### config.mk
export PLATFORM = sky130hd
export DESIGN_NAME = irq_prio_eoi
export DESIGN_NICKNAME = d
export VERILOG_FILES = /design/src/rtl/irq_prio_pkg.sv /design/src/rtl/irq_req_bank.sv /design/src/rtl/irq_svc_bank.sv /design/src/rtl/irq_pick.sv /design/src/rtl/irq_prio_eoi.sv
export SDC_FILE = /design/constraint.sdc
export NUM_CORES = 1
export LEC_CHECK = 0
export ABC_CLOCK_PERIOD_IN_PS = 5000
export BUFFER_PORTS_ARGS = -buffer_cell sky130_fd_sc_hd__buf_2
export CORE_MARGIN = 4
export CORE_UTILIZATION = 49
export DETAILED_ROUTE_END_ITERATION = 6
export GPL_TIMING_DRIVEN = 1
export PLACE_DENSITY = 0.88
export SYNTH_ARGS = -nofsm -noshare
export SYNTH_HDL_FRONTEND = slang
export SYNTH_SLANG_ARGS = --single-unit
### constraint.sdc
create_clock -name clk -period 5 [get_ports clk]
set_input_delay 1 -clock clk [delete_from_list [all_inputs] [get_ports clk]]
set_output_delay 1 -clock clk [all_outputs]
set_load 0.01 [all_outputs]
### src/rtl/irq_prio_pkg.sv
package irq_prio_pkg;
  localparam int unsigned MAX_PINS = 64;

  // index of the most significant set bit; 0 when the vector is empty
  function automatic logic [5:0] top_bit(input logic [MAX_PINS-1:0] v);
    logic [5:0] idx;
    idx = '0;
    for (int i = 0; i < MAX_PINS; i++)
      if (v[i]) idx = 6'(i);
    return idx;
  endfunction

  // one-hot mark of the lowest set bit below position lim
  function automatic logic [MAX_PINS-1:0] low_onehot(input logic [MAX_PINS-1:0] v,
                                                     input int unsigned lim);
    logic [MAX_PINS-1:0] r;
    logic found;
    r = '0;
    found = 1'b0;
    for (int i = 0; i < MAX_PINS; i++)
      if (!found && i < int'(lim) && v[i]) begin
        r[i] = 1'b1;
        found = 1'b1;
      end
    return r;
  endfunction
endpackage

### src/rtl/irq_req_bank.sv
module irq_req_bank #(
  parameter int unsigned NPINS = 16
) (
  input  logic             clk,
  input  logic             rst_n,
  input  logic             enable,
  input  logic [NPINS-1:0] pin_in,
  input  logic [NPINS-1:0] trig_lvl,
  input  logic [NPINS-1:0] pin_mask,
  input  logic [NPINS-1:0] bulk_set,
  input  logic [NPINS-1:0] bulk_clr,
  input  logic [NPINS-1:0] retire_bit,
  output logic [NPINS-1:0] irr,
  output logic [NPINS-1:0] req_set
);
  logic [NPINS-1:0] prev_in;
  logic [NPINS-1:0] req_clr;

  for (genvar g = 0; g < NPINS; g++) begin : g_pin
    logic rise, fall, open;
    assign open = enable & ~pin_mask[g];
    assign rise = pin_in[g] & ~prev_in[g];
    assign fall = ~pin_in[g] & prev_in[g];
    assign req_set[g] = (open & rise) | (bulk_set[g] & ~pin_mask[g]);
    assign req_clr[g] = (open & fall & trig_lvl[g]) | bulk_clr[g] | retire_bit[g];
  end

  always_ff @(posedge clk or negedge rst_n) begin
    if (!rst_n) begin
      prev_in <= '0;
      irr     <= '0;
    end else begin
      prev_in <= pin_in;
      irr     <= (irr & ~req_clr) | req_set;
    end
  end
endmodule

### src/rtl/irq_svc_bank.sv
module irq_svc_bank
  import irq_prio_pkg::*;
#(
  parameter int unsigned NPINS = 16,
  parameter int unsigned VEC_W = 8
) (
  input  logic                   clk,
  input  logic                   rst_n,
  input  logic [NPINS*VEC_W-1:0] pin_vec,
  input  logic [NPINS-1:0]       trig_lvl,
  input  logic [NPINS-1:0]       retire_bit,
  input  logic                   eoi_valid,
  input  logic [VEC_W-1:0]       eoi_vec,
  output logic [NPINS-1:0]       isr,
  output logic [NPINS-1:0]       eoi_clr
);
  logic [NPINS-1:0]    vec_hit;
  logic [MAX_PINS-1:0] first_hit;
  logic [NPINS-1:0]    svc_set;

  for (genvar g = 0; g < NPINS; g++) begin : g_cmp
    assign vec_hit[g] = (pin_vec[g*VEC_W +: VEC_W] == eoi_vec);
  end

  // search excludes the last pin
  assign first_hit = low_onehot(MAX_PINS'(vec_hit), NPINS - 1);
  assign eoi_clr   = eoi_valid ? (first_hit[NPINS-1:0] & isr) : '0;
  assign svc_set   = retire_bit & trig_lvl;

  always_ff @(posedge clk or negedge rst_n) begin
    if (!rst_n) isr <= '0;
    else        isr <= (isr & ~eoi_clr) | svc_set;
  end
endmodule

### src/rtl/irq_pick.sv
module irq_pick
  import irq_prio_pkg::*;
#(
  parameter int unsigned NPINS = 16,
  localparam int unsigned PIN_W = $clog2(NPINS)
) (
  input  logic [NPINS-1:0] irr,
  input  logic [NPINS-1:0] isr,
  input  logic [NPINS-1:0] pin_mask,
  input  logic             dlv_ready,
  output logic             dlv_valid,
  output logic [PIN_W-1:0] dlv_pin,
  output logic [NPINS-1:0] retire_bit
);
  logic [NPINS-1:0] eligible;
  logic [5:0]       top;

  assign eligible   = irr & ~isr & ~pin_mask;
  assign top        = top_bit(MAX_PINS'(eligible));
  assign dlv_valid  = |eligible;
  assign dlv_pin    = top[PIN_W-1:0];
  assign retire_bit = (dlv_valid && dlv_ready) ? (NPINS'(1) << dlv_pin) : '0;
endmodule

### src/rtl/irq_prio_eoi.sv
module irq_prio_eoi #(
  parameter int unsigned NPINS = 16,
  parameter int unsigned VEC_W = 8,
  localparam int unsigned PIN_W = $clog2(NPINS)
) (
  input  logic                   clk,
  input  logic                   rst_n,
  input  logic                   enable,
  input  logic [NPINS-1:0]       pin_in,
  input  logic [NPINS-1:0]       trig_lvl,
  input  logic [NPINS-1:0]       pin_mask,
  input  logic [NPINS*VEC_W-1:0] pin_vec,
  input  logic [NPINS-1:0]       bulk_set,
  input  logic [NPINS-1:0]       bulk_clr,
  input  logic                   eoi_valid,
  input  logic [VEC_W-1:0]       eoi_vec,
  input  logic                   dlv_ready,
  output logic                   dlv_valid,
  output logic [PIN_W-1:0]       dlv_pin
);
  logic [NPINS-1:0] irr, isr, req_set, retire_bit, eoi_clr;

  irq_req_bank #(.NPINS(NPINS)) u_req (
    .clk(clk), .rst_n(rst_n), .enable(enable), .pin_in(pin_in),
    .trig_lvl(trig_lvl), .pin_mask(pin_mask), .bulk_set(bulk_set),
    .bulk_clr(bulk_clr), .retire_bit(retire_bit), .irr(irr), .req_set(req_set)
  );

  irq_svc_bank #(.NPINS(NPINS), .VEC_W(VEC_W)) u_svc (
    .clk(clk), .rst_n(rst_n), .pin_vec(pin_vec), .trig_lvl(trig_lvl),
    .retire_bit(retire_bit), .eoi_valid(eoi_valid), .eoi_vec(eoi_vec),
    .isr(isr), .eoi_clr(eoi_clr)
  );

  irq_pick #(.NPINS(NPINS)) u_pick (
    .irr(irr), .isr(isr), .pin_mask(pin_mask), .dlv_ready(dlv_ready),
    .dlv_valid(dlv_valid), .dlv_pin(dlv_pin), .retire_bit(retire_bit)
  );
endmodule

== Word-level counts from Yosys, hierarchy flattened ==
Cells that the tools add are included.

* RAM bits: 0
* Bits in read-only memories: 0
* Latch bits: 0
* Bits in registers: 48
* Word-level logic and storage cells: 314
* Memories: 0

* Multiplexer cells: 45
* Add/subtract/negate cells: 0
* Bitwise gates (word level): 220
* Div/mod/pow operators: 0
* Reduce and logical (&&, ||, !) cells: 30
* Order comparisons: 0
* Eq/ne operators: 15
* Multipliers: 0
* Shift operators: 1

{| class="wikitable"
|+ Operators by type and width
! cell !! number
|-
| equality test 8 bit || 15
|-
| bitwise AND 1 bit || 112
|-
| bitwise AND 16 bit || 5
|-
| NOT 16 bit || 4
|-
| NOT 1 bit || 48
|-
| OR 1 bit || 48
|-
| 2-to-1 mux 16 bit || 2
|-
| 2-to-1 mux 4 bit || 8
|-
| OR 16 bit || 2
|-
| 2-to-1 mux 1 bit || 29
|-
| bitwise AND 15 x 16 -> 16 bit || 1
|-
| OR reduction 16 bit || 1
|-
| << shifter 1 x 4 -> 16 bit (first input constant) || 1
|-
| logical AND 1 bit || 15
|-
| zero test 1 bit || 14
|-
| 2-to-1 mux 3 bit || 4
|-
| 2-to-1 mux 2 bit || 2
|}

== Longest topological paths before layout ==
Gate-level depths: netlist of run 1.

* Depth after elaboration: 49
* Gate-level depth with buffers: 9
* Mapped depth without buffers: 7

== Cells and area by module ==
A second synthesis of run 1 with hierarchy kept.

* Cells, all modules: 501
* Area total of the unflattened synthesis: 4324.1 um2

{| class="wikitable"
|+ By module, submodules not included
! module !! cells an instance !! times used !! seq. area each (um2) !! area an instance (um2)
|-
| irq_svc_bank || 273 || 1 || 400.4 || 2362.3
|-
| irq_req_bank || 147 || 1 || 800.8 || 1500.2
|-
| irq_pick || 81 || 1 || 0.0 || 461.7
|}

== Worst setup path before layout of run 1 ==
OpenSTA, ideal clock, no wires.

* Path kind: input to output
* Start: input port pin_mask[11]
* End: output port dlv_pin[0]
* Stages on the path: 4
* Setup slack: 1.952 ns
* Data arrival time: 2.048 ns
* Path buffers: 0
* Cell sequence: or3b_2 > a211oi_1 > a21oi_1 > nor2_2

* Cells in the longest elaborated chain, start to end: 7

{| class="wikitable"
|+ RTL lines
! what !! RTL line !! text
|-
| start, declared || irq_prio_eoi.sv:11 || <nowiki>input logic [NPINS-1:0] pin_mask,</nowiki>
|-
| NOT 16 bit || irq_pick.sv:18 || <nowiki>assign eligible = irr & ~isr & ~pin_mask;</nowiki>
|-
| bitwise AND 16 bit || irq_pick.sv:18 ||
|-
| 2-to-1 mux 4 bit (5 in a row) || irq_prio_pkg.sv:9 || <nowiki>if (v[i]) idx = 6'(i);</nowiki>
|-
| end, declared || irq_prio_eoi.sv:19 || <nowiki>output logic [PIN_W-1:0] dlv_pin</nowiki>
|}

No other way between the ends.

== Worst setup path in the final report of run 1 ==
* Start: input port pin_mask[5]
* End: output port dlv_pin[0]

* Cells in the longest elaborated chain, start to end: 13

{| class="wikitable"
|+ RTL lines
! what !! RTL line
|-
| NOT 16 bit || irq_pick.sv:18
|-
| bitwise AND 16 bit || irq_pick.sv:18
|-
| 2-to-1 mux 3 bit (3 in a row) || irq_prio_pkg.sv:9
|-
| 2-to-1 mux 4 bit (8 in a row) || irq_prio_pkg.sv:9
|}

No other way between the ends.

==> results of run 1 <==
==> power breakdown <==
part	internal [mW]	switching [mW]	total, mW
registers	0.465	0.0436	0.509
clock network	0.111	0.128	0.239
logic	0.265	0.280	0.545
total	0.841	0.452	1.29
==> cell type report <==
type | instances | area share, %
multi-input cells | 356 | 49.7
flip-flops and latches | 48 | 23.4
repair buffers | 217 | 21.2
well taps | 102 | 2.49
clock buffers | 6 | 1.61
inverters | 20 | 1.46
clock inverters | 2 | 0.195
==> state kept, by name, summed over array words and instances, names as in the netlist <==
| name | flops |
|---|---|
| u_req.prev_in | 16 |
| u_svc.isr | 16 |
| u_req.irr | 16 |
==> per-layer routing <==
layer | track usage [%] | vias to the layer above | wire, microns
met5 | 0 | - | 0
met4 | 8.84 | 0 | 337
met3 | 3.30 | 33 | 813
met2 | 46.8 | 190 | 6440
met1 | 31.4 | 1935 | 5040
li1 | - | 1987 | -
==> layout by cell type (no fill, tap or decap), drive strengths merged, types with 3 or more instances in the layout <==
cell type,count
a211oi,3
a22o,10
a31oi,16
buf,217
clkbuf,6
dfrtp,48
inv,20
nand2,24
nand2b,6
nand3,7
nand3b,4
nand4,17
nand4b,6
nor2,31
nor2b,17
nor3,4
nor3b,11
nor4,14
o21ai,13
o22ai,15
o41ai,13
or2,3
or3b,6
xnor2,64
xor2,56
==> worst max path at each step <==
stage	start	end	slack, ns	cells after the start
2_1_floorplan	pin_mask[11]	dlv_pin[0]	1.95	4
3_3_place_gp	pin_mask[11]	dlv_pin[0]	1.58	6
3_5_place_dp	pin_mask[11]	dlv_pin[0]	1.57	6
4_1_cts	pin_mask[11]	dlv_pin[0]	1.57	6
5_1_grt	pin_mask[5]	dlv_pin[0]	1.47	6
6_report	pin_mask[5]	dlv_pin[0]	1.54	6
==> per-stage QoR <==
stage / cell area, sq um / power (mW) / instances
global placement: 5040 / 1.03 / 743
finish: 5130 / 1.29 / 751
floorplan: 3940 / 0.850 / 443
global route: 5130 / 1.37 / 751
CTS: 5130 / 1.29 / 751
detailed placement: 5040 / 1.05 / 743
==> logic make-up (layout without fill, tap and decap cells) <==
| family | Yosys count | in the layout | share of synthesized area (%) |
|---|---|---|---|
| buffers and inverters | 39 | 245 | 4.74 |
| AOI/OAI and AO/OA | 83 | 83 | 15.5 |
| and+or+nand+nor | 153 | 153 | 22.5 |
| DFF | 48 | 48 | 30.5 |
| xor gates and xnor gates | 120 | 120 | 26.7 |
==> critical path: cells and delay by family <==
kind	cells	cell delay [ns]
compound gates	2	0.32
buf+inv	2	0.32
simple gates	2	0.81
==> implementation parameters, run 1 <==
Parameter                              Value

Synthesis
  Share of the yosys chip area belonging to registers ... a little under a third
  Area fraction of the dominant cell type after synthesis ... a little under a third
  Post-synthesis area per instance ... 8.88 sq um
  Top cells by area in the synthesized netlist ... sky130_fd_sc_hd__dfrtp_1 31%, sky130_fd_sc_hd__xnor2_1 14%, sky130_fd_sc_hd__xor2_1 12%
  Synth Instances ... 443
  Most instantiated library cell after synthesis ... sky130_fd_sc_hd__xnor2_1
  Seq cells post-synth ... 48
  Warnings, synthesis ... 0
  Cell taking the most area after synthesis ... sky130_fd_sc_hd__dfrtp_1
  Synthesized cell area ... between 3000 and 4000 sq um
  Post-synthesis cell type count ... 46
  Share of flip-flops with an asynchronous set or reset ... 100%
  Synth top cells by count ... 64 x sky130_fd_sc_hd__xnor2_1, 56 x sky130_fd_sc_hd__xor2_1, 48 x sky130_fd_sc_hd__dfrtp_1
  Number of nets produced by synthesis ... 664
  Number of synthesized flops with an enable pin ... 0
  Predominant post-synthesis flop cell ... sky130_fd_sc_hd__dfrtp_1

Power
  Leakage power of the design ... 2.38 nW
  Power density normalized to cell area ... 252 nW/um^2
  VDD IR max ... roughly 120 uV

Drt
  Average wire per cell in the routed design ... 16.8 microns
  Antenna Nets Post-Route ... 0
  Routed wire length ... 12600 microns
  Residual DRC count ... 0
  Number of vias in the routed layout ... 4145
  Initial drt markers ... 155
  DR pass1 iterations ... 4
  Routed vias/inst ... between 5 and 6

Setup path
  Critical Path Fanout Max ... 9
  Reg-to-reg startpoint ... u_svc.isr[2]$_DFF_PN0_
  Critical path capture point type ... output port
  Type of the worst setup path ... primary input to output port
  Critical path required time ... 4.00 ns
  Arrival time worst endpoint ... 2.46 ns
  Depth of the worst register-to-register path ... 7
  Largest stage delay on the critical path ... 0.48 ns
  Standard cell with the maximum stage delay on the critical path ... sky130_fd_sc_hd__nor3b_1
  Worst setup SP type ... primary input
  Cell occurring most often along the worst timing path ... sky130_fd_sc_hd__buf_2
  Reg-to-reg slack, setup ... around 2.7 ns
  Worst R2R End ... u_req.irr[0]$_DFF_PN0_
  Critical path, cell by cell ... buf_2, nor3b_1, a211o_1, a311oi_2, nor2_2, buf_2

Final layout
  Post-layout net count ... 869
  Area of all sequential standard cells ... 1200 sq um
  Ant. Diodes ... 0
  Final Core Density ... between 60% and 70%
  Fill count ... slightly below 700
  Layout cells sized above 1 ... 36.5%
  Post-synthesis to final-layout area growth ... 30.4%
  Total area of multi-input combinational cells ... 2550 sq um

Clocking
  Source-to-sink clock delay at the later pin of the worst-skew pair ... 0.30 ns
  Clock buffer count from CTS ... 5
  Clock root buffer ... sky130_fd_sc_hd__clkbuf_8
  Count of hold-fix buffers inserted at cts ... 0
  Clk buf depth ... 2
  Clock tree from TritonCTS ... built
  Total clock sinks ... 48
  Number of buffers inserted to repair setup after CTS ... 0
  Clock slew at reported path FFs ... ~0.08 ns
  Resized cells post-CTS ... 0
  Htree depth ... 2

Hold path
  Endpoint, Worst Hold ... u_svc.isr[15]$_DFF_PN0_
  Hold Crit Class ... flop to flop
  Min-Delay Startpoint ... u_svc.isr[15]$_DFF_PN0_
  Cell count of the worst hold path ... 1

Timing
  Final setup TNS ... 0 ns
  Clock skew ... 0.00674 ns
  Tightest hold margin ... about 0.48 ns
  Final hold viol count ... 0
  Slew at the pin closest to its max-slew limit ... around 1.0 ns
  Count of final setup violators ... 0
  Final worst setup slack ... 1.54 ns
  Final number of max-transition violations ... 0
  Post-route fraction of the period consumed by the critical path ... between 60% and 70%
  Max transition margin ... 30.8%
  Achievable clock frequency ... 289 MHz
  Setup repair after global routing missed its margin ... false
  Shortest clock period the worst path allows after layout ... 3.46 ns

Global route
  Pin count of the biggest net entering global routing ... 49
  GRT Overall Usage ... 25.8%
  Number of global-route vias before repair ... 4473
  Number of antenna violations at the first check in global routing ... 0
  Total grt overflow ... 0
  Wire length of the first global-routing pass ... 20400 microns

Floorplanning
  Die W ... 97.6 microns
  Initial core utilization ... about half
  I/O pins ... 226
  Floorplan row count ... 32
  Die H ... around 98 microns
  Placeable Area ... 7770 sq um
  Floorplan die area ... 9530 sq um

Placement
  Pre-CTS setup slack ... approximately 1.6 ns
  Gp weighted congestion ... about 0.94
  Post-detailed-placement half-perimeter wirelength ... about 11000 microns
  IO buf count ... 217

Outcome
  Outcome ... finished, final reports clean

Flow run
  Number of max-cap violations ... 0
(Power assumes the default switching activity.)
==> run 2, diff against run 1 <==
--- a/config.mk
+++ b/config.mk
@@ -5,13 +5,13 @@
 export SDC_FILE = /design/constraint.sdc
 export NUM_CORES = 1
 export LEC_CHECK = 0
-export ABC_CLOCK_PERIOD_IN_PS = 5000
+export ABC_CLOCK_PERIOD_IN_PS = 3100
 export BUFFER_PORTS_ARGS = -buffer_cell sky130_fd_sc_hd__buf_2
 export CORE_MARGIN = 4
-export CORE_UTILIZATION = 49
+export CORE_UTILIZATION = 41
 export DETAILED_ROUTE_END_ITERATION = 6
 export GPL_TIMING_DRIVEN = 1
-export PLACE_DENSITY = 0.88
+export PLACE_DENSITY = 0.79
 export SYNTH_ARGS = -nofsm -noshare
 export SYNTH_HDL_FRONTEND = slang
 export SYNTH_SLANG_ARGS = --single-unit
==> constraint.sdc (replaced) <==
create_clock -name clk -period 3.1 [get_ports clk]
set_input_delay 0.62 -clock clk [delete_from_list [all_inputs] [get_ports clk]]
set_output_delay 0.62 -clock clk [all_outputs]
set_load 0.01 [all_outputs]
==> run 2 against run 1 <==
Sequential share of layout area is 0.52 points lower; utilization shrank 9.5 points; design area up 2.3%; critical path depth unchanged; sequential power increased by 61%; critical endpoint unchanged; combinational power rose by 63%; final cell count increased by 4.7%; via count up 0.60%.
==> implementation parameters, run 2 (synthesis gave the netlist of run 1 again) <==
Parameter                              Value

Placement
  # placed instances ... 778 (+4.7%)
  Gp weighted congestion ... 0.807 (-14%)
  Post-detailed-placement half-perimeter wirelength ... 10800 microns (+2.3%)
  IO buf count ... 217 (unchanged)

Timing
  Final hold viol count ... 0 (unchanged)
  Achievable clock frequency ... 348 MHz
  Shortest clock period the worst path allows after layout ... 2.88 ns
  Max transition margin ... 26.5% (-4.3 points)
  Post-route fraction of the period consumed by the critical path ... ~93%
  Count of final setup violators ... 0 (unchanged)
  Slew at the pin closest to its max-slew limit ... 1.10 ns (+0.0646 ns)
  Final number of max-transition violations ... 0 (unchanged)
  Setup repair after global routing missed its margin ... false
  Final setup TNS ... 0 ns (unchanged)
  Clock skew ... 0.0143 ns (+0.00758 ns)

Final layout
  Fill count ... 906 (+32%)
  Area of all sequential standard cells ... 1200 sq um (unchanged)
  Post-synthesis to final-layout area growth ... 33.3%
  Layout Cells excl Fill ... 786 (+4.7%)
  Post-layout net count ... 877 (+0.92%)
  Most used cells in the layout excluding fill and tap cells ... 217 x sky130_fd_sc_hd__buf_2, 64 x sky130_fd_sc_hd__xnor2_1, 56 x sky130_fd_sc_hd__xor2_1
  Largest registers in the final layout ... u_req.irr: 16 flops, u_req.prev_in: 16 flops, u_svc.isr: 16 flops
  Ant. Diodes ... 0 (unchanged)
  Total area of multi-input combinational cells ... 2550 sq um (unchanged)
  Layout cells sized above 1 ... 37.3% (+0.77 points)
  Most common cell after layout, fill and taps aside ... sky130_fd_sc_hd__buf_2

Clocking
  Clock tree from TritonCTS ... built
  Clk buf depth ... 2 (unchanged)
  Resized cells post-CTS ... 0 (unchanged)
  Count of hold-fix buffers inserted at cts ... 0 (unchanged)
  Total clock sinks ... 48 (unchanged)
  Clock root buffer ... sky130_fd_sc_hd__clkbuf_8
  Number of buffers inserted to repair setup after CTS ... 0 (unchanged)
  Source-to-sink clock delay at the later pin of the worst-skew pair ... 0.31 ns (about the same)
  Clock slew at reported path FFs ... 0.10 ns (+0.02 ns)
  Clock buffer count from CTS ... 5 (unchanged)
  Htree depth ... 2 (unchanged)

Drt
  Routed wire length ... 12900 microns (+2.1%)
  Number of vias in the routed layout ... 4170 (+0.60%)
  DR pass1 iterations ... 4 (unchanged)
  Routed vias/inst ... 5.31 (-3.9%)
  Initial drt markers ... 139 (-10%)
  Average wire per cell in the routed design ... 16.4 microns (-2.5%)
  Antenna Nets Post-Route ... 0 (unchanged)
  Residual DRC count ... 0 (unchanged)

Setup path
  Largest delay share family, worst path ... simple AND/OR/NAND/NOR gates
  Critical path capture point type ... output port
  Standard cell with the maximum stage delay on the critical path ... sky130_fd_sc_hd__or3b_2
  Type of the worst setup path ... primary input to output port
  Critical path required time ... 2.48 ns (-1.52 ns)
  Worst setup SP type ... primary input
  Critical path, cell by cell ... buf_2, or3b_2, a211oi_1, a21oi_1, nor2_2, buf_2
  Arrival time worst endpoint ... 2.26 ns (-0.20 ns)
  Critical Path Fanout Max ... 9 (unchanged)
  Cell occurring most often along the worst timing path ... sky130_fd_sc_hd__buf_2
  Worst Path Buf+Inv ... 2 (unchanged)
  Largest stage delay on the critical path ... 0.51 ns (+0.03 ns)

Hold path
  Hold Crit Class ... primary input to flop

Power
  Relative contribution of combinational cells to total power ... 40.8% (-1.4 points)
  Proportion of power drawn by flip-flops and latches ... 37.5% (-1.9 points)
  Leakage power of the design ... 2.43 nW (+1.8%)
  Clk network pwr share ... 21.7% (+3.2 points)
  Switching power summed over all nets ... 751 uW (+66%)
  Total internal power ... 1.43 mW (+70%)
  Power density normalized to cell area ... 415 nW/um^2 (+65%)
  VDD IR max ... 298 uV (+140%)
  Sw Share ... 34.5% (-0.50 points)

Global route
  Number of antenna violations at the first check in global routing ... 0 (unchanged)
  Pin count of the biggest net entering global routing ... 49 (unchanged)
  Total grt overflow ... 0 (unchanged)
  Wire length of the first global-routing pass ... 20000 microns (-2.2%)
  GRT Overall Usage ... 21.9% (-3.9 points)
  Number of global-route vias before repair ... 4214 (-5.8%)

Floorplanning
  Initial core utilization ... 42.4% (-8.3 points)
  Die H ... 106 microns (+8.6%)
  Placeable Area ... 9280 sq um (+20%)
  Floorplan die area ... 11200 sq um (+18%)
  Floorplan row count ... 35 (+9.4%)
  Die W ... 106 microns (+8.6%)
  I/O pins ... 226 (unchanged)

Outcome
  Outcome ... finished, final reports clean

Flow run
  Number of max-cap violations ... 0 (unchanged)
## run 2: cell count changes in the layout (fill, tap and decap cells not counted)
cell | before | now
sky130_fd_sc_hd__inv_6 | 0 | 1
sky130_fd_sc_hd__buf_4 | 0 | 8
sky130_fd_sc_hd__bufinv_16 | 0 | 1
sky130_fd_sc_hd__clkinvlp_4 | 0 | 1
sky130_fd_sc_hd__clkbuf_8 | 6 | 5
sky130_fd_sc_hd__clkinv_2 | 2 | 0
## run 2: routing by layer
| metal | wire, microns | global-route usage, % |
|---|---|---|
| met1 | 5060 | 25.9 |
| met5 | 0 | 0 |
| met3 | 912 | 5.04 |
| met4 | 219 | 5.92 |
| met2 | 6700 | 39.8 |
## run 2: cell type report
| class | instances | area share (%) |
|---|---|---|
| inverters | 20 | 1.43 |
| repair buffers | 225 | 21.8 |
| well taps | 129 | 3.08 |
| clock inverters | 3 | 0.882 |
| flip-flops and latches | 48 | 22.9 |
| clock buffers | 5 | 1.31 |
| multi-input cells | 356 | 48.6 |
## run 2: metrics by stage
| step | util (%) | area (sq um) | hold WS, ns | total power, mW | setup WS [ns] |
|---|---|---|---|---|---|
| 2_1_floorplan | - | 3940 | 0.324 | 1.37 | 0.812 |
| 3_3_place_gp | 55.3 | 5130 | 0.451 | 1.67 | 0.305 |
| 3_5_place_dp | 55.3 | 5130 | 0.459 | 1.71 | 0.296 |
| 4_1_cts | 56.5 | 5250 | 0.424 | 2.19 | 0.291 |
| 5_1_grt | 56.5 | 5250 | 0.419 | 2.32 | 0.144 |
| 6_report | 56.5 | 5250 | 0.432 | 2.18 | 0.223 |
## run 2: path summary, 6_finish.rpt
| check | from | end | cells past startpoint | slack (ns) |
|---|---|---|---|---|
| worst max-delay path | pin_mask[11] | dlv_pin[0] | 6 | 0.22 |
| worst min register to register | u_svc.isr[15]$_DFF_PN0_ | u_svc.isr[15]$_DFF_PN0_ | 1 | 0.48 |
| max in group asynchronous | rst_n | u_svc.isr[11]$_DFF_PN0_ | 1 | 1.90 |
| worst max register to register | u_svc.isr[11]$_DFF_PN0_ | u_svc.isr[1]$_DFF_PN0_ | 7 | 0.71 |
| min in group asynchronous | rst_n | u_req.prev_in[3]$_DFF_PN0_ | 1 | 0.51 |
| worst min-delay path | pin_in[5] | u_req.prev_in[5]$_DFF_PN0_ | 1 | 0.43 |
## run 2: worst reg2reg max path, stage by stage (launching register included)
cell and delay (ns):
sky130_fd_sc_hd__dfrtp_1 0.38, sky130_fd_sc_hd__or3b_2 0.54, sky130_fd_sc_hd__a211oi_1 0.33, sky130_fd_sc_hd__a21oi_1 0.15, sky130_fd_sc_hd__nor2_2 0.32, sky130_fd_sc_hd__nand2b_1 0.19
sky130_fd_sc_hd__nor2_1 0.26, sky130_fd_sc_hd__a21bo_2 0.18
## run 2: power groups by stage
| stage | clock network [mW] | registers [mW] | logic, mW |
|---|---|---|---|
| after global placement | 0 | 0.821 | 0.852 |
| after global routing | 0.510 | 0.835 | 0.975 |
| final | 0.473 | 0.818 | 0.888 |
| after CTS | 0.485 | 0.817 | 0.888 |
| after floorplan | 0 | 0.805 | 0.566 |
| after detailed placement | 0 | 0.826 | 0.885 |
==> run 3, diff against run 2 <==
--- a/config.mk
+++ b/config.mk
@@ -5,13 +5,14 @@
 export SDC_FILE = /design/constraint.sdc
 export NUM_CORES = 1
 export LEC_CHECK = 0
-export ABC_CLOCK_PERIOD_IN_PS = 3100
+export ABC_AREA = 1
+export ABC_CLOCK_PERIOD_IN_PS = 2500
 export BUFFER_PORTS_ARGS = -buffer_cell sky130_fd_sc_hd__buf_2
 export CORE_MARGIN = 4
-export CORE_UTILIZATION = 41
+export CORE_UTILIZATION = 42
 export DETAILED_ROUTE_END_ITERATION = 6
 export GPL_TIMING_DRIVEN = 1
-export PLACE_DENSITY = 0.79
+export PLACE_DENSITY = 0.78
 export SYNTH_ARGS = -nofsm -noshare
 export SYNTH_HDL_FRONTEND = slang
 export SYNTH_SLANG_ARGS = --single-unit
==> constraint.sdc (replaced) <==
create_clock -name clk -period 2.5 [get_ports clk]
set_input_delay 0.5 -clock clk [delete_from_list [all_inputs] [get_ports clk]]
set_output_delay 0.5 -clock clk [all_outputs]
set_load 0.01 [all_outputs]
==> run 3 against run 2 <==
Register-to-register slack worse by 0.27 ns; clock power increased by 18%; design area grew 9.8%; combinational power increased by 44%; global-route usage is 0.66 points higher; total power is 31% higher; die area up 8.9%; critical path depth rose by 10; sequential cell count unchanged; non-clock buffer count increased by 5; count of clock-buffer cells in the layout unchanged.
==> implementation parameters, run 3 <==
Parameter                              Value

Global route
  Number of global-route vias before repair ... 4862 (+15%)
  Number of antenna violations at the first check in global routing ... 0 (unchanged)
  GRT Overall Usage ... 22.6% (+0.66 points)
  Total grt overflow ... 0 (unchanged)
  Pin count of the biggest net entering global routing ... 20 (-59%)
  Wire length of the first global-routing pass ... 22900 microns (+15%)

Final layout
  Most common cell after layout, fill and taps aside ... sky130_fd_sc_hd__buf_2
  Ant. Diodes ... 0 (unchanged)
  Most used cells in the layout excluding fill and tap cells ... 216 x sky130_fd_sc_hd__buf_2, 142 x sky130_fd_sc_hd__nand2_1, 73 x sky130_fd_sc_hd__nor2_1
  Post-layout net count ... 1057 (+21%)
  Post-synthesis to final-layout area growth ... 30.3%
  Largest registers in the final layout ... u_req.irr: 16 flops, u_req.prev_in: 16 flops, u_svc.isr: 16 flops
  Final Core Density ... 56.0% (-0.48 points)
  Final design instance area without fill ... 5760 sq um (+9.8%)
  Layout cells sized above 1 ... 33.5% (-3.8 points)

Setup path
  Critical path capture point type ... output port
  Depth of the worst register-to-register path ... 12 (+5)
  Type of the worst setup path ... flop to output port
  Reg-to-reg slack, setup ... 0.44 ns (-0.27 ns)
  Critical path required time ... 2.00 ns (-0.48 ns)
  Worst setup SP type ... flop
  Worst Path Buf+Inv ... 1 (-1)
  Worst R2R End ... u_req.irr[12]$_DFF_PN0_
  Critical Path Fanout Max ... 5 (-4)
  Critical path, cell by cell ... nand3b_1, nand2_1, nand2_1, nand2_1, nand2_1, nand2_1, nand2_1, nand2_1, nand2_1, nand2_1, nand2_1, nand2_1, nand2_2, nand2_4, nand2_4, buf_6
  Start point of the critical path ... u_svc.isr[2]$_DFF_PN0_
  Arrival time worst endpoint ... 1.83 ns (-0.43 ns)
  Standard cell with the maximum stage delay on the critical path ... sky130_fd_sc_hd__dfrtp_1
  Reg-to-reg startpoint ... u_svc.isr[14]$_DFF_PN0_
  Largest stage delay on the critical path ... 0.39 ns (-0.12 ns)
  Largest delay share family, worst path ... simple AND/OR/NAND/NOR gates
  Cell occurring most often along the worst timing path ... sky130_fd_sc_hd__nand2_1

Floorplanning
  Floorplan row count ... 37 (+5.7%)
  Initial core utilization ... 43.0% (+0.63 points)
  I/O pins ... 226 (unchanged)
  Die W ... 111 microns (+4.4%)
  Die H ... 111 microns (+4.4%)
  Floorplan die area ... 12200 sq um (+8.9%)
  Placeable Area ... 10300 sq um (+11%)

Synthesis
  Most instantiated library cell after synthesis ... sky130_fd_sc_hd__nand2_1
  Synth Instances ... 616 (+39%)
  Synth top cells by count ... 145 x sky130_fd_sc_hd__nand2_1, 74 x sky130_fd_sc_hd__nor2_1, 61 x sky130_fd_sc_hd__xnor2_1
  Number of synthesized flops with an enable pin ... 0 (unchanged)
  Predominant post-synthesis flop cell ... sky130_fd_sc_hd__dfrtp_1
  Top cells by area in the synthesized netlist ... sky130_fd_sc_hd__dfrtp_1 27%, sky130_fd_sc_hd__nand2_1 12%, sky130_fd_sc_hd__xnor2_1 12%
  Warnings, synthesis ... 0 (unchanged)
  Post-synthesis cell type count ... 49 (+6.5%)
  Cell taking the most area after synthesis ... sky130_fd_sc_hd__dfrtp_1
  Post-synthesis area per instance ... 7.18 sq um (-19%)
  Area fraction of the dominant cell type after synthesis ... 27.2% (-3.4 points)
  Share of the yosys chip area belonging to registers ... 27.2% (-3.4 points)
  Share of flip-flops with an asynchronous set or reset ... 100% (unchanged)
  Seq cells post-synth ... 48 (unchanged)
  Synthesized cell area ... 4420 sq um (+12%)
  Number of nets produced by synthesis ... 837 (+26%)

Timing
  Final number of max-transition violations ... 0 (unchanged)
  Clock skew ... 0.0111 ns (-0.00317 ns)
  Post-route fraction of the period consumed by the critical path ... 93.2%
  Setup repair after global routing missed its margin ... true
  Count of final setup violators ... 0 (unchanged)
  Slew at the pin closest to its max-slew limit ... 0.446 ns (-0.656 ns)
  Shortest clock period the worst path allows after layout ... 2.33 ns
  Tightest hold margin ... 0.128 ns (-0.304 ns)
  Final hold viol count ... 0 (unchanged)
  Max transition margin ... 70.3% (+44 points)
  Achievable clock frequency ... 429 MHz

Drt
  Average wire per cell in the routed design ... 14.4 microns (-12%)
  Antenna Nets Post-Route ... 0 (unchanged)
  Residual DRC count ... 0 (unchanged)
  Routed wire length ... 14000 microns (+8.5%)
  Number of vias in the routed layout ... 4816 (+15%)
  Initial drt markers ... 257 (+85%)
  Routed vias/inst ... 4.95 (-6.7%)
  DR pass1 iterations ... 5 (+1)

Power
  VDD IR max ... 322 uV (+7.8%)
  Leakage power of the design ... 3.01 nW (+24%)
  Power density normalized to cell area ... 497 nW/um^2 (+20%)
  Overall power consumption ... 2.86 mW (+31%)

Placement
  IO buf count ... 217 (unchanged)
  Cell area after placement ... 5620 sq um (+9.4%)
  Gp weighted congestion ... 0.867 (+7.5%)
  Post-detailed-placement half-perimeter wirelength ... 12300 microns (+13%)

Flow run
  Number of max-cap violations ... 0 (unchanged)

Clocking
  Count of hold-fix buffers inserted at cts ... 0 (unchanged)
  Htree depth ... 2 (unchanged)
  Source-to-sink clock delay at the later pin of the worst-skew pair ... 0.31 ns (about the same)
  Clk buf depth ... 2 (unchanged)
  Total clock sinks ... 48 (unchanged)
  Clock root buffer ... sky130_fd_sc_hd__clkbuf_8
  Clock buffer count from CTS ... 5 (unchanged)
  Clock slew at reported path FFs ... 0.09 ns (about the same)
  Clock tree from TritonCTS ... built

Hold path
  Hold Crit Class ... primary input to async pin

Outcome
  Outcome ... finished, final reports clean
-- run 3: cell count changes in the layout (fill, tap and decap cells not counted), sizes merged, moves of 14 or more --
cell and change:
nand2 +125, inv +51, nor2 +46, xor2 -28
nand3 +24, nor2b -17, a32oi +16, or2 +16
a31oi -14, o22ai -14
-- run 3: final cells by class --
type                            instances  area [sq um]
Fill cell                            1010          4520
Multi-Input combinational cell        478          2810
Sequential cell                        48          1200
Timing Repair Buffer                  230          1190
Inverter                               73           274
Tap cell                              136           170
Clock buffer                            5          68.8
Clock inverter                          3          42.5
-- run 3: stage by stage --
step / setup slack, ns / instances / setup TNS (ns)
6_report: 0.171 / 973 / 0
3_5_place_dp: 0.132 / 965 / 0
5_1_grt: -0.0151 / 973 / -0.0151
3_3_place_gp: 0.151 / 965 / 0
4_1_cts: 0.0759 / 973 / 0
2_1_floorplan: 0.527 / 616 / 0
-- run 3: power breakdown --
part | switching (mW) | internal (mW)
Combinational | 0.751 | 0.532
Clock | 0.263 | 0.296
Sequential | 0.0878 | 0.932
Total | 1.10 | 1.76
-- run 3: worst max path at each step --
stage / end / slack [ns] / cells past startpoint
global route: dlv_pin[0] / -0.02 / 16
floorplan: dlv_pin[0] / 0.53 / 17
CTS: dlv_pin[0] / 0.08 / 16
finish: dlv_pin[0] / 0.17 / 16
global placement: dlv_pin[0] / 0.15 / 19
detailed placement: dlv_pin[0] / 0.13 / 19
-- run 3: timing repair --
item / 4_1_cts / 5_1_grt
gates resized for setup: 0 / 8
setup buffers: 0 / 0
setup endpoints to repair: 0 / 2
-- run 3: cells by family (layout without fill, tap and decap cells) --
kind of cell / Yosys count / count (layout) / share of synthesized area [%]
simple gates: 330 / 330 / 35.6
buf+inv: 90 / 311 / 9.79
xor+xnor: 89 / 89 / 17.6
compound gates: 59 / 59 / 9.85
flops: 48 / 48 / 27.2
-- run 3: per-layer routing --
layer	wire, microns	GRT usage, %	vias up
li1	-	-	2444
met1	5690	27.3	2167
met2	6960	40.2	183
met3	1030	4.88	22
met4	306	6.40	0
met5	0	0	-
